`config.mk`:
```
export PLATFORM = sky130hd
export DESIGN_NAME = shm_doorbell_regs
export DESIGN_NICKNAME = d
export VERILOG_FILES = /design/src/rtl/shm_doorbell_pkg.sv /design/src/rtl/shm_reg_core.sv /design/src/rtl/shm_bell_gate.sv /design/src/rtl/shm_doorbell_regs.sv
export SDC_FILE = /design/constraint.sdc
export NUM_CORES = 1
export LEC_CHECK = 0
export BUFFER_PORTS_ARGS = -buffer_cell sky130_fd_sc_hd__clkbuf_2
export CORE_ASPECT_RATIO = 0.9
export CORE_UTILIZATION = 46
export CTS_BUF_LIST = sky130_fd_sc_hd__clkbuf_2
export DETAILED_ROUTE_END_ITERATION = 6
export HOLD_SLACK_MARGIN = 0.1
export PLACE_DENSITY_LB_ADDON = 0.3
export SETUP_SLACK_MARGIN = 0.05
export SLEW_MARGIN = 20
export SYNTH_ARGS = -nofsm -noshare
export SYNTH_HDL_FRONTEND = slang
export SYNTH_SLANG_ARGS = --single-unit
```
`constraint.sdc`:
```
create_clock -name clk -period 4.4 [get_ports clk]
set_input_delay 0.88 -clock clk [delete_from_list [all_inputs] [get_ports clk]]
set_output_delay 0.88 -clock clk [all_outputs]
set_load 0.02 [all_outputs]
```
`src/rtl/shm_doorbell_pkg.sv`:
```
package shm_doorbell_pkg;

  localparam int DATA_W     = 32;
  localparam int DST_LSB    = 16;
  localparam int DST_W      = 16;
  localparam int VEC_W      = 8;

  typedef enum logic [2:0] {
    RS_MASK,
    RS_STAT,
    RS_ID,
    RS_BELL,
    RS_NONE
  } reg_sel_e;

  // word index = byte offset >> 2
  function automatic reg_sel_e decode_word(input logic [5:0] word);
    case (word)
      6'd0:    return RS_MASK;
      6'd1:    return RS_STAT;
      6'd2:    return RS_ID;
      6'd3:    return RS_BELL;
      default: return RS_NONE;
    endcase
  endfunction

endpackage

```
`src/rtl/shm_reg_core.sv`:
```
module shm_reg_core
  import shm_doorbell_pkg::*;
(
  input  logic              clk,
  input  logic              rst,
  input  logic              wr_mask,
  input  logic              wr_stat,
  input  logic              rd_any,
  input  reg_sel_e          rd_sel,
  input  logic [DATA_W-1:0] wdata,
  input  logic [DST_W-1:0]  own_id,
  input  logic              status_set,
  output logic [DATA_W-1:0] mask_q,
  output logic [DATA_W-1:0] stat_q,
  output logic              irq,
  output logic              rsp_valid,
  output logic [DATA_W-1:0] rsp_rdata
);

  logic [DATA_W-1:0] mask_nx, stat_nx, stat_base, rd_mux;
  logic              rd_stat;
  logic              irq_q, rsp_valid_q;
  logic [DATA_W-1:0] rsp_rdata_q;

  always_comb begin
    rd_stat = rd_any && (rd_sel == RS_STAT);
    mask_nx = wr_mask ? wdata : mask_q;
    if (rd_stat)      stat_base = '0;
    else if (wr_stat) stat_base = wdata;
    else              stat_base = stat_q;
    // local event is merged last so it is never lost
    stat_nx = stat_base | {{(DATA_W-1){1'b0}}, status_set};
    case (rd_sel)
      RS_MASK: rd_mux = mask_q;
      RS_STAT: rd_mux = stat_q;
      RS_ID:   rd_mux = {{(DATA_W-DST_W){1'b0}}, own_id};
      default: rd_mux = '0;
    endcase
  end

  always_ff @(posedge clk) begin
    if (rst) begin
      mask_q      <= '0;
      stat_q      <= '0;
      irq_q       <= 1'b0;
      rsp_valid_q <= 1'b0;
      rsp_rdata_q <= '0;
    end else begin
      mask_q      <= mask_nx;
      stat_q      <= stat_nx;
      irq_q       <= |(stat_nx & mask_nx);
      rsp_valid_q <= rd_any;
      if (rd_any) rsp_rdata_q <= rd_mux;
    end
  end

  assign irq       = irq_q;
  assign rsp_valid = rsp_valid_q;
  assign rsp_rdata = rsp_rdata_q;

endmodule

```
`src/rtl/shm_bell_gate.sv`:
```
module shm_bell_gate
  import shm_doorbell_pkg::*;
#(
  parameter int MAX_PEERS = 16,
  parameter int VCNT_W    = 9,
  parameter int PCNT_W    = 5
) (
  input  logic                        clk,
  input  logic                        rst,
  input  logic                        bell_wr,
  input  logic [DST_W-1:0]            dst,
  input  logic [VEC_W-1:0]            vec,
  input  logic [PCNT_W-1:0]           peer_count,
  input  logic [MAX_PEERS*VCNT_W-1:0] peer_vcnt,
  output logic                        notify_valid,
  output logic [DST_W-1:0]            notify_peer,
  output logic [VEC_W-1:0]            notify_vector
);

  localparam int IDX_W = (MAX_PEERS > 1) ? $clog2(MAX_PEERS) : 1;

  logic [VCNT_W-1:0] cnt_tab [MAX_PEERS];
  logic [VCNT_W-1:0] cnt_sel;
  logic              dst_ok, vec_ok, fire;

  for (genvar i = 0; i < MAX_PEERS; i++) begin : g_tab
    assign cnt_tab[i] = peer_vcnt[i*VCNT_W +: VCNT_W];
  end

  always_comb begin
    dst_ok  = (32'(dst) < 32'(peer_count)) && (32'(dst) < MAX_PEERS);
    cnt_sel = dst_ok ? cnt_tab[dst[IDX_W-1:0]] : '0;
    vec_ok  = 32'(vec) < 32'(cnt_sel);
    fire    = bell_wr && dst_ok && vec_ok;
  end

  always_ff @(posedge clk) begin
    if (rst) begin
      notify_valid  <= 1'b0;
      notify_peer   <= '0;
      notify_vector <= '0;
    end else begin
      notify_valid <= fire;
      if (fire) begin
        notify_peer   <= dst;
        notify_vector <= vec;
      end
    end
  end

endmodule

```
`src/rtl/shm_doorbell_regs.sv`:
```
module shm_doorbell_regs
  import shm_doorbell_pkg::*;
#(
  parameter int ADDR_W    = 12,
  parameter int MAX_PEERS = 16,
  parameter int VCNT_W    = 9,
  localparam int PCNT_W   = $clog2(MAX_PEERS + 1)
) (
  input  logic                        clk,
  input  logic                        rst,
  input  logic                        req_valid,
  output logic                        req_ready,
  input  logic                        req_write,
  input  logic [ADDR_W-1:0]           req_addr,
  input  logic [31:0]                 req_wdata,
  output logic                        rsp_valid,
  output logic [31:0]                 rsp_rdata,
  input  logic [15:0]                 own_id,
  input  logic [PCNT_W-1:0]           peer_count,
  input  logic [MAX_PEERS*VCNT_W-1:0] peer_vcnt,
  input  logic                        status_set,
  output logic                        irq,
  output logic                        notify_valid,
  output logic [15:0]                 notify_peer,
  output logic [7:0]                  notify_vector
);

  logic        ready_q, acc;
  reg_sel_e    sel;
  logic        wr_mask, wr_stat, rd_any, bell_wr;
  logic [31:0] mask_q, stat_q;
  logic        addr_unused;

  // only word bits 7:2 decode; the rest of the address is dropped
  assign addr_unused = ^{req_addr[ADDR_W-1:8], req_addr[1:0]};

  always_ff @(posedge clk) begin
    if (rst) ready_q <= 1'b0;
    else     ready_q <= 1'b1;
  end
  assign req_ready = ready_q;

  always_comb begin
    acc     = req_valid && ready_q;
    sel     = decode_word(req_addr[7:2]);
    wr_mask = acc && req_write && (sel == RS_MASK);
    wr_stat = acc && req_write && (sel == RS_STAT);
    bell_wr = acc && req_write && (sel == RS_BELL);
    rd_any  = acc && !req_write;
  end

  shm_reg_core u_core (
    .clk        (clk),
    .rst        (rst),
    .wr_mask    (wr_mask),
    .wr_stat    (wr_stat),
    .rd_any     (rd_any),
    .rd_sel     (sel),
    .wdata      (req_wdata),
    .own_id     (own_id),
    .status_set (status_set),
    .mask_q     (mask_q),
    .stat_q     (stat_q),
    .irq        (irq),
    .rsp_valid  (rsp_valid),
    .rsp_rdata  (rsp_rdata)
  );

  shm_bell_gate #(
    .MAX_PEERS (MAX_PEERS),
    .VCNT_W    (VCNT_W),
    .PCNT_W    (PCNT_W)
  ) u_gate (
    .clk           (clk),
    .rst           (rst),
    .bell_wr       (bell_wr),
    .dst           (req_wdata[DST_LSB +: DST_W]),
    .vec           (req_wdata[VEC_W-1:0]),
    .peer_count    (peer_count),
    .peer_vcnt     (peer_vcnt),
    .notify_valid  (notify_valid),
    .notify_peer   (notify_peer),
    .notify_vector (notify_vector)
  );

endmodule

```
======== Word level (Yosys, flattened, before mapping) ========
Cells that the tools add are included.
Widths: inputs -> output; s select.
storage, ports and cells
  flip-flop bits (word level) ............. 124
  bits in latches ......................... 0
  output and inout port bits .............. 60
  bits in writable memories ............... 0
  memory bits (read-only) ................. 0
  memories ................................ 0
cells by class
  bitwise operators ....................... 3
  mux-type cells .......................... 10
  equality and inequality tests ........... 6
  shift operators ......................... 0
  $mul .................................... 0
  add/sub/neg operators ................... 0
  reduce and logical (&&, ||, !) cells .... 14
  magnitude comparators ................... 4
  divide/modulo/power cells ............... 0
operators with widths
  cell                 number
  $mux 32              3
  $pmux 32 s3          1
  $bmux 9 s4           1
  $and 32x32->32       1
  $or 32x1->32         1
  $reduce_or 32->1     1
  $mux 9               3
  $lt 16x5->1          1
  $lt 16x5->1 const B  1
  $eq 6x2->1 const B   2
  $pmux 3 s4           1
  $logic_and 1x1->1    10
  $lt 8x9->1           1
  $eq 3x2->1 const B   2
  $eq 6x1->1 const B   1
  $logic_not 6->1      1
  $ge 5x5->1 const B   1
  $not 4->5            1
  $eq 3x1->1 const B   1
  $logic_not 3->1      1
  $logic_not 1->1      1
  $mux 1               1

======== Longest topological paths before layout ========
  word-level depth ........................ 9
  gate-level depth with buffers ........... 16
  mapped depth without buffers ............ 14

======== Modules after synthesis ========
A second synthesis with hierarchy kept.
unflattened totals
  cell total of the unflattened synthesis .. 733
  area total of the unflattened synthesis .. 7252.0 µm²
by module, submodules not included
  module             sequential area each (µm²)  cells an instance  instances  area each (µm²)
  shm_reg_core       1961.9                      521                1          4739.5
  shm_bell_gate      500.5                       198                1          2429.8
  shm_doorbell_regs  20.0                        14                 1          82.6

======== Least setup slack after synthesis ========
OpenSTA, ideal clock, no wires.
  path kind ............................... input to register
  start ................................... input port req_wdata[16]
  end ..................................... register u_gate.notify_vector[0]
  data arrival time ....................... 4.440 ns
  path slack .............................. -0.156 ns
  stages on the path ...................... 14
  setup time .............................. 0.116 ns
  buffers on the path ..................... 4
  cells stage by stage .................... buf_2 > buf_1 > buf_1 > mux4_2 > mux4_2 > nand2_1 > ha_1 > nand2_1 > o211ai_1 > o31a_1 > a41oi_2 > buf_2 > nor3b_1 > a31o_2
between the ends
  word-level cells in the longest chain between the ends .. 7
  elaborated cells between the ends (all ways) .. 11
  those cells by class .................... 3 x order compare; 4 x mux; 1 x bitwise; 3 x reduce/logical
RTL lines
  what                                                 line                     source
  start: declaration                                   shm_doorbell_regs.sv:15  input logic [31:0] req_wdata,
  branches (longest 6 deep; another with $lt 16x5->1)  -
  $logic_and 1x1->1 *                                  shm_bell_gate.sv:34      fire = bell_wr && dst_ok && vec_ok;
  end signal: assignment                               shm_bell_gate.sv:46      notify_vector <= vec;
  end: declaration                                     shm_bell_gate.sv:17      output logic [VEC_W-1:0] notify_vector
Mark *: on every way between the ends. The select of a mux whose other input is x is not followed.
A chain may end at the register's enable or synchronous reset.

======== Worst setup path after layout ========
  start ................................... input port req_wdata[16]
  end ..................................... register u_gate.notify_peer[1]
between the ends
  word-level cells in the longest chain between the ends .. 7
  elaborated cells between the ends (all ways) .. 11
  those cells by class .................... 3 x order compare; 4 x mux; 1 x bitwise; 3 x reduce/logical
RTL lines
  what                                                 line                 source
  branches (longest 6 deep; another with $lt 16x5->1)  -
  $logic_and 1x1->1 *                                  shm_bell_gate.sv:34
  end signal: assignment                               shm_bell_gate.sv:45  notify_peer <= dst;
  end: declaration                                     shm_bell_gate.sv:16  output logic [DST_W-1:0] notify_peer,
Marked as above.

==> flow_metrics.env <==
export IMPL_cts_inserted_buffers=17
export IMPL_clk_latency_ps=690
export IMPL_drt_first_pass_iters=6
export IMPL_finalCriticalPeriod_ps=3510
export IMPL_die_y_um=119
export IMPL_synthAdderAreaFrac_pct=1.97
export IMPL_wl_met3_um=1970
export IMPL_nets=1262
export IMPL_post_place_ws_ps=196
export IMPL_core_area_um2=14800
export IMPL_worstPathRequired_ps=4960
export IMPL_leakagePower_nw=3.70
export IMPL_ys_top_cells_by_area="dfxtp_1 36%, mux4_2 13%, nand2_1 8.5%"
export IMPL_grt_ovfl_total=0
export IMPL_slowest_delay_ps=540
export IMPL_skew_ps=47.8
export IMPL_antenna_found_initial=0
export IMPL_post_place_cells=1216
export IMPL_cts_setup_buffers=0
export IMPL_vias_per_cell=5.72
export IMPL_routed_top_layer="met4"
export IMPL_synth_simple_area_share_pct=17.6
export IMPL_rsz0062_at_grt="false"
export IMPL_synth_top_family_by_area="multiplexers"
export IMPL_final_layout_size_suffix_gt1_share_pct=40.0
export IMPL_peakVddDrop_mv=0.129
export IMPL_top_level_ports=274
export IMPL_end_kind="flip-flop"
export IMPL_synth_ff_type="dfxtp_1"
export IMPL_max_freq_ghz=0.285
export IMPL_yosysWarnings=0
export IMPL_place_congestion=0.875
export IMPL_path_buf_inv=3
export IMPL_detailroute_via_count=7132
export IMPL_syn_nets=1006
export IMPL_fin_crit_sh_pct=79.8
export IMPL_fp_dieW_um=132
export IMPL_maxSlewHeadroom_pct=48.5
export IMPL_grt_pass1_vias=6715
export IMPL_status="complete, no violations"
export IMPL_cts_buffer_depth=2
export IMPL_route_met2_wl_um=9900
export IMPL_yosysTopAreaCell="dfxtp_1"
export IMPL_drc=0
export IMPL_initial_utilization_pct=47.3
export IMPL_drtIter0Drc=734
export IMPL_drv_slew=0
export IMPL_r2r_slack_ps=1840
export IMPL_hold_class="in2reg"
export IMPL_synthDistinctLibCells=52
export IMPL_syn_to_final_growth_pct=25.9
export IMPL_cp_top_family="multiplexers"
export IMPL_num_rows=42
export IMPL_synth_compound_gate_area_share_pct=18.9
export IMPL_finalWorstSetupSlack_ps=887
export IMPL_hold_buffers=0
export IMPL_dieArea_um2=15700
export IMPL_cts_tree="built"
export IMPL_synth_yosys_seq_area_share_pct=35.5
export IMPL_critPathKind="in2reg"
export IMPL_hpwl_um=17100
export IMPL_finalNonFillerCells=1247
export IMPL_crit_path_start_kind="primary input"
export IMPL_crit_fanout=23
export IMPL_grt_pass1_wl_um=36400
export IMPL_critical_path_cell_chain="clkbuf_2, buf_12, mux4_2, mux4_2, nand2_1, ha_1, nand2_1, o211ai_1, o31a_1, a41oi_2, buf_4, nor3b_1, a31o_2"
export IMPL_clock_sinks=124
export IMPL_synth_top_area_share_pct=35.5
export IMPL_hold_viol=0
export IMPL_ys_ff_latch=124
export IMPL_synth_most_common_cell="nand2_1"
export IMPL_ctsResizeCount=0
export IMPL_synth_async_reset_ratio_pct=0
export IMPL_crit_slowest_cell="mux4_2"
export IMPL_tns_ps=0
export IMPL_htreeDepth=4
export IMPL_syn_mean_instance_area_um2=8.95
export IMPL_power_density_nw_per_um2=238
export IMPL_totalWireLength_um=22800
export IMPL_synthMuxAreaShare_pct=21.5
export IMPL_antenna_left=0
export IMPL_fill_cells=1374
export IMPL_synth_edff_count=0
export IMPL_synthXorXnorAreaFrac_pct=0
export IMPL_grt_usage_pct=29.9
export IMPL_drv_cap=0
export IMPL_tightest_slew_ps=769
export IMPL_n_antenna_cell=0
export IMPL_syn_cell_area_um2=6990
export IMPL_io_buffers=267
export IMPL_crit_arrival_ps=4070
export IMPL_clkTransAtPathRegs_ps=210
export IMPL_wl_met1_um=10300
export IMPL_synthTopCellsByCount="159 x nand2_1, 124 x dfxtp_1, 72 x a21oi_1, 51 x a22oi_1, 47 x nor2_1"
export IMPL_avgRoutedWirePerCell_um=18.3
export IMPL_syn_inst=781
export IMPL_root_buffer="clkbuf_2"
export IMPL_setup_violations=0
export IMPL_grt_max_degree=68
## through the flow
step           util [%]  power, mW  instance area, µm²  hold WS [ps]
2_1_floorplan         -       1.33                7000           446
3_3_place_gp       58.3       1.49                8600           443
3_5_place_dp       58.3       1.49                8600           445
4_1_cts            59.6       2.11                8800           373
5_1_grt            59.6       2.20                8800           373
6_report           59.6       2.10                8800           430
## cell usage in the layout, fill, tap and decap left out, types with 3 or more instances in the layout
cell and n:
clkbuf_2 286, nand2_1 159, dfxtp_1 124, a21oi_1 72, a22oi_1 51, nor2_1 47
mux4_2 41, buf_4 32, mux2_2 31, o21ai_0 23, mux2i_1 23, nor3b_1 15
inv_1 13, a31o_2 13, and2_1 12, ha_1 11, nor3_1 9, o221ai_1 9
nand3_1 5, nor4_1 4, nand4_1 4, nand3b_1 4, a221oi_1 3, o211ai_1 3
nand2b_1 3, a31oi_1 3, clkinv_4 3, clkinvlp_4 3, clkinv_2 3
## layout make-up
type / count / area [µm²] / area share (%)
sequential: 124 / 2480 / 28.2
clock buffer: 19 / 95.1 / 1.08
tap: 198 / 248 / 2.81
clock inverter: 12 / 101 / 1.15
inverter: 13 / 48.8 / 0.554
timing repair buffer: 301 / 1620 / 18.4
multi-input combinational: 580 / 4210 / 47.8
## cells by family after synthesis
logic type | after synthesis
adder cells (fa/ha/maj) | 11
buffers and inverters | 77
AND/OR/NAND/NOR | 276
flip-flops | 124
multiplexers | 95
AO/OA/AOI/OAI | 198
## report_power, final
group	leakage (nW)	internal (mW)	total, mW	switching, mW
Sequential	0.999	1.13	1.13	0.00192
Combinational	2.58	0.174	0.340	0.167
Clock	0.121	0.199	0.628	0.429
Total	3.70	1.50	2.10	0.597
## worst reg2reg max path: stages (launching register included)
cell and delay, ps:
dfxtp_1 440, nand4b_1 120, buf_4 200, or2_1 390, buf_4 250, o221ai_1 320, nand4b_1 130, a2111o_1 360
nor2_1 170, a21oi_1 110
## flip-flops by register name, summed over array words and instances (netlist names)
name                  count
req_ready                 1
u_core.irq                1
u_core.mask_q            32
u_core.rsp_rdata         32
u_core.rsp_valid          1
u_core.stat_q            32
u_gate.notify_peer       16
u_gate.notify_valid       1
u_gate.notify_vector      8
## per-layer routing
metal / global-route usage [%] / up-vias
met2: 44.1 / 347
met3: 7.75 / 31
li1: - / 3393
met5: 0 / -
met4: 10.8 / 0
met1: 42.0 / 3361
## path summary, 6_finish.rpt
kind / depth (start not counted) / startpoint / to
setup / recovery: 13 / req_wdata[16] / u_gate.notify_peer[1]
hold / removal: 3 / req_wdata[23] / u_core.stat_q[23]
setup reg to reg: 9 / req_ready / u_core.irq
hold reg to reg: 2 / u_core.mask_q[16] / u_core.mask_q[16]
Power figures use the tool's default switching activity.
